$ cat config.mk
export PLATFORM = sky130hd
export DESIGN_NAME = bscan_chain
export DESIGN_NICKNAME = d
export VERILOG_FILES = /design/src/rtl/bscan_pkg.sv /design/src/rtl/bscan_out_mux.sv /design/src/rtl/bscan_cell.sv /design/src/rtl/bscan_chain.sv
export SDC_FILE = /design/constraint.sdc
export NUM_CORES = 1
export LEC_CHECK = 0
export BUFFER_PORTS_ARGS = -buffer_cell sky130_fd_sc_hd__buf_2
export CAP_MARGIN = 20
export CORE_UTILIZATION = 40
export CTS_CLUSTER_DIAMETER = 60
export DETAILED_ROUTE_END_ITERATION = 6
export HOLD_SLACK_MARGIN = 0.12
export PLACE_DENSITY = 0.66
export SETUP_SLACK_MARGIN = 0.2
export SYNTH_ARGS = -nofsm -noshare
export SYNTH_HDL_FRONTEND = slang
export SYNTH_SLANG_ARGS = --single-unit
$ cat constraint.sdc
create_clock -name clk -period 0.88 [get_ports clk]
set_clock_uncertainty 0.2 [all_clocks]
set_input_delay 0.044 -clock clk [delete_from_list [all_inputs] [get_ports clk]]
set_output_delay 0.044 -clock clk [all_outputs]
set_load 0.05 [all_outputs]
$ cat src/rtl/bscan_pkg.sv
package bscan_pkg;

    // Storage of one boundary cell: snapshot/shift rank and held test rank.
    typedef struct packed {
        logic cap;
        logic hold;
    } bscan_cell_t;

    localparam bscan_cell_t BSCAN_CELL_RST = '{cap: 1'b0, hold: 1'b0};

endpackage

$ cat src/rtl/bscan_out_mux.sv
// Parallel output selector of one cell: live input or held test value.
module bscan_out_mux (
    input  logic test_mode,
    input  logic live_in,
    input  logic held_in,
    output logic drv_out
);

    always_comb begin
        drv_out = live_in;
        if (test_mode) begin
            drv_out = held_in;
        end
    end

endmodule

$ cat src/rtl/bscan_cell.sv
// One two-rank boundary cell.
module bscan_cell
    import bscan_pkg::*;
(
    input  logic clk,
    input  logic rst_n,
    input  logic shift_sel,
    input  logic cap_en,
    input  logic upd_en,
    input  logic test_mode,
    input  logic par_in,
    input  logic scan_in,
    output logic par_out,
    output logic scan_out
);

    bscan_cell_t cell_d, cell_q;
    logic        cap_src;

    // Front-end selection and next-state computation.
    always_comb begin
        cell_d  = cell_q;
        cap_src = shift_sel ? scan_in : par_in;
        if (cap_en) begin
            cell_d.cap = cap_src;
        end
        if (upd_en) begin
            cell_d.hold = cell_q.cap;
        end
    end

    always_ff @(posedge clk or negedge rst_n) begin
        if (!rst_n) begin
            cell_q <= BSCAN_CELL_RST;
        end else begin
            cell_q <= cell_d;
        end
    end

    assign scan_out = cell_q.cap;

    bscan_out_mux u_out_mux (
        .test_mode (test_mode),
        .live_in   (par_in),
        .held_in   (cell_q.hold),
        .drv_out   (par_out)
    );


    cap_idle_chk: assert property (@(posedge clk) disable iff (!rst_n)
        !cap_en |=> $stable(scan_out));


    hold_idle_chk: assert property (@(posedge clk) disable iff (!rst_n)
        !upd_en |=> $stable(cell_q.hold));


    hold_load_chk: assert property (@(posedge clk) disable iff (!rst_n)
        upd_en |=> cell_q.hold == $past(scan_out));

endmodule

$ cat src/rtl/bscan_chain.sv
// Serial chain of two-rank boundary cells; cell 0 drives the serial output.
module bscan_chain #(
    parameter int CHAIN_LEN = 8
) (
    input  logic                 clk,
    input  logic                 rst_n,
    input  logic                 shift_sel,
    input  logic                 cap_en,
    input  logic                 upd_en,
    input  logic                 test_mode,
    input  logic                 ser_in,
    input  logic [CHAIN_LEN-1:0] pin_in,
    output logic [CHAIN_LEN-1:0] pin_out,
    output logic                 ser_out
);

    localparam int LAST = CHAIN_LEN - 1;

    logic [CHAIN_LEN-1:0] scan_vec;
    logic [CHAIN_LEN-1:0] link_in;

    for (genvar i = 0; i < CHAIN_LEN; i++) begin : g_cell
        if (i == LAST) begin : g_head
            assign link_in[i] = ser_in;
        end else begin : g_body
            assign link_in[i] = scan_vec[i+1];
        end

        bscan_cell u_cell (
            .clk       (clk),
            .rst_n     (rst_n),
            .shift_sel (shift_sel),
            .cap_en    (cap_en),
            .upd_en    (upd_en),
            .test_mode (test_mode),
            .par_in    (pin_in[i]),
            .scan_in   (link_in[i]),
            .par_out   (pin_out[i]),
            .scan_out  (scan_vec[i])
        );
    end

    assign ser_out = scan_vec[0];


    capture_chk: assert property (@(posedge clk) disable iff (!rst_n)
        (cap_en && !shift_sel) |=> scan_vec == $past(pin_in));


    head_shift_chk: assert property (@(posedge clk) disable iff (!rst_n)
        (cap_en && shift_sel) |=> scan_vec[LAST] == $past(ser_in));

    if (CHAIN_LEN > 1) begin : g_mid_chk

        tail_shift_chk: assert property (@(posedge clk) disable iff (!rst_n)
            (cap_en && shift_sel) |=> ser_out == $past(scan_vec[1]));
    end

endmodule

[After elaboration in Yosys (flattened, before gate mapping)]
Cells that the tools add are included.
Cells by class
  muxes and demuxes: 16
Operators by type and width (number)
  $mux W1: 16
Word-level totals
  bits in registers: 16
  output and inout port bits: 9

[Longest topological paths before layout]
  word-level depth: 1
  gate-level depth with buffers: 4
  depth with buffers taken out: 2

[Hierarchy]
A second synthesis with hierarchy kept.
Second synthesis, totals
  cells, all modules: 56
  area total of the unflattened synthesis: 790.8 µm²
By module, submodules not included
  bscan_cell: instances 8, cells each 6, area an instance 83.8 µm², sequential area each 50.0 µm²
  bscan_out_mux: instances 8, cells each 1, area an instance 15.0 µm², sequential area each 0.0 µm²

[Worst setup path after synthesis]
No wires, ideal clock.
  kind: register to register
  start: register g_cell[0].u_cell.cell_q, in the netlist g_cell[0].u_cell.scan_out
  end: register g_cell[0].u_cell.cell_q[0] in the netlist's numbering
  setup time: 0.125 ns
  arrival: 0.872 ns
  data required time: 0.555 ns
  path slack: -0.317 ns
  stages on the path, launching flop included: 2
  buffers on the path: 0
  period minus slack after synthesis: 1.197 ns
  cells stage by stage: dfrtp_1 mux2_4
RTL lines
  start, declared: line bscan_cell.sv:17  | bscan_cell_t cell_d, cell_q;
  start signal, assigned: line bscan_cell.sv:36  | cell_q <= cell_d;
No word-level cell between the ends.

[Worst setup path after layout]
  start: register g_cell[1].u_cell.cell_q[0] in the netlist's numbering
  end: output pin_out[1]
Between the ends
  longest elaborated chain between the ends: 1
Ends and longest elaborated chain
  start, declared: line bscan_cell.sv:17
  start signal, assigned: line bscan_cell.sv:36
  $mux W1: line bscan_out_mux.sv:11  | if (test_mode) begin
  end, declared: line bscan_chain.sv:13  | output logic [CHAIN_LEN-1:0] pin_out,
Every way passes these cells.

==> qor.txt <==
H-tree depth reported by CTS: 1
drt wl/cell: 13.4 um
FF+latch count, synth: 16
setup ws final: -0.465 ns
Final ANT Viol Nets: 0
syn avg cell area: 13.1 um2
layout net count: 112
Clk pin slew, worst setup/hold paths: 0.10 ns
Data arrival, critical path: 1.10 ns
vias after detailed routing: 596
slew margin rel.: 0.756
Post-Synth Simple-Gate Area: 0.0332
Post-Synth Adder-Cell Area: 0
Tot GR Track Use: 0.139
most frequent cells in the layout: buf_6 (17), mux2_4 (16), dfrtp_1 (15), buf_2 (14), mux2i_1 (8)
delay-heaviest family, CP: flip-flops
first-pass GRT wire length: 2640 um
CTS tree: built
Placeable Area: 2040 um2
post-synthesis mux area share: 0.355
sequential area share after synthesis: 0.443
placed insts: 107
Crit path required time: 0.64 ns
first drt pass iteration count: 4
# Max-Cap Violations: 0
CTS root buf: clkbuf_4
routed vias/inst: 4.85
largest net degree at the start of global routing: 17
layout cells sized above 1: 0.604
Die Area: 2450 um2
Synth cell types: 7
hold slack: -0.545 ns
slowest cell delay on critical path: 0.39 ns
synthesized area: 903 um2
antenna cell count: 0
die width: 49.5 um
failing checks: hold timing, setup timing
RSZ-0062 raised after global routing: yes
commonest non-fill, non-tap cell in the layout: buf_6
endpoints failing setup: 24
combinational family with the most area after synthesis: multiplexers
CP endpoint kind: output pin
worst-skew pair later-pin latency: 0.28 ns
VDD IR max: 1.37 mV
CTS Buf Count: 3
yosys warns: 0
fmax: 744 MHz
final wirelength: 1650 um
critical-path cell list: mux2_4 -> buf_6
Post-Syn Nets: 84
initial drt markers: 2
vias in the first global route: 587
xor-xnor portion of the synthesized cell area: 0
Syn Inst Count: 69
GRT overflow: 0
Residual DRC: 0
leakage power: 0.581 nW
Rows: 16
final period utilization: 1.53
antenna violations before repair: 0
Worst Path Max Fanout: 2
Finished Layout Cells: 123
GP Congestion: 0.747
Worst path slowest cell: dfrtp_1
Initial Utilization: 0.442
Ports: 24
worst min path class: in2async
# port buffers: 23
clk sink count: 16
Syn-to-layout area delta: 30.1%
status: complete, but fails checks
Power per Cell Area: 1880 nW/um2
Fin. Hold Viols: 24
chip height: 49.5 um
Post-DP HPWL: 1070 um
Compound-Gate Fraction of Synth Area: 0.0443
Clock Path Buffers: 2
critical path startpoint category: flop
Slew Viols, Final: 0
CP bufs+invs: 1
kind of critical path: reg2out
Tightest Pin Transition: 0.366 ns
Tmin final: 1.34 ns
metrics by stage:
stage | area, um2 | worst slack, ns | utilization | power (mW) | TNS, ns
floorplan | 935 | -0.225 | - | 1.53 | -1.64
global placement | 961 | -0.178 | 0.471 | 1.54 | -2.31
detailed placement | 961 | -0.190 | 0.471 | 1.55 | -2.56
CTS | 1100 | -0.470 | 0.537 | 2.12 | -5.87
global route | 1170 | -0.504 | 0.575 | 2.33 | -7.26
finish | 1170 | -0.465 | 0.575 | 2.21 | -6.36
report_power, final:
| group | switching [mW] | leakage [nW] | internal, mW |
|---|---|---|---|
| registers | 0.0759 | 0.175 | 0.845 |
| logic | 0.405 | 0.391 | 0.487 |
| clock network | 0.224 | 0.0150 | 0.176 |
| total | 0.705 | 0.581 | 1.51 |
cell usage after synthesis:
cell     instances  area share
mux2i_1          8       0.089
a21oi_1          8       0.044
dfrtp_1         16        0.44
buf_6            4       0.050
mux2_4          16        0.27
nor2_1           8       0.033
buf_4            9       0.075
cell type report:
class                   count  area, um2
fillers                   194        867
flip-flops and latches     16        402
multi-input cells          40        402
repair buffers             36        312
well taps                  27       33.8
clock buffers               4       26.3
cells by family (layout without fill, tap and decap cells):
| family | after synthesis | in the layout |
|---|---|---|
| simple gates | 8 | 8 |
| mux | 24 | 24 |
| buf+inv | 13 | 40 |
| flops | 16 | 16 |
| compound gates | 8 | 8 |
routing by layer:
layer	global-route usage	wire length, um	vias to the layer above
met3	0.0556	79	2
met2	0.212	788	17
met1	0.191	774	295
li1	-	-	282
met5	0	0	-
met4	0.0143	9	0
flip-flops by register name, summed over array words and instances (netlist names):
register	cells
g_cell.u_cell.cell_q	8
g_cell.u_cell.scan_out	8
repair_timing:
item	CTS	global route
endpoints found under the setup margin	25	25
pin swaps	1	0
endpoints found under the hold margin	32	32
resized for setup	18	11
setup buffers	7	5
worst paths after layout:
path,from,end,slack [ns],cells past startpoint
min,rst_n,g_cell[3].u_cell.scan_out,-0.55,1
max in group asynchronous,rst_n,g_cell[0].u_cell.scan_out,0.74,1
max reg2reg,g_cell[1].u_cell.cell_q[0],g_cell[1].u_cell.cell_q[0],-0.32,3
min in group clk,pin_in[6],g_cell[6].u_cell.scan_out,-0.13,3
max,g_cell[1].u_cell.cell_q[0],pin_out[1],-0.46,2
min reg2reg,g_cell[7].u_cell.scan_out,g_cell[7].u_cell.cell_q[0],0.34,1
(Power assumes the default switching activity.)
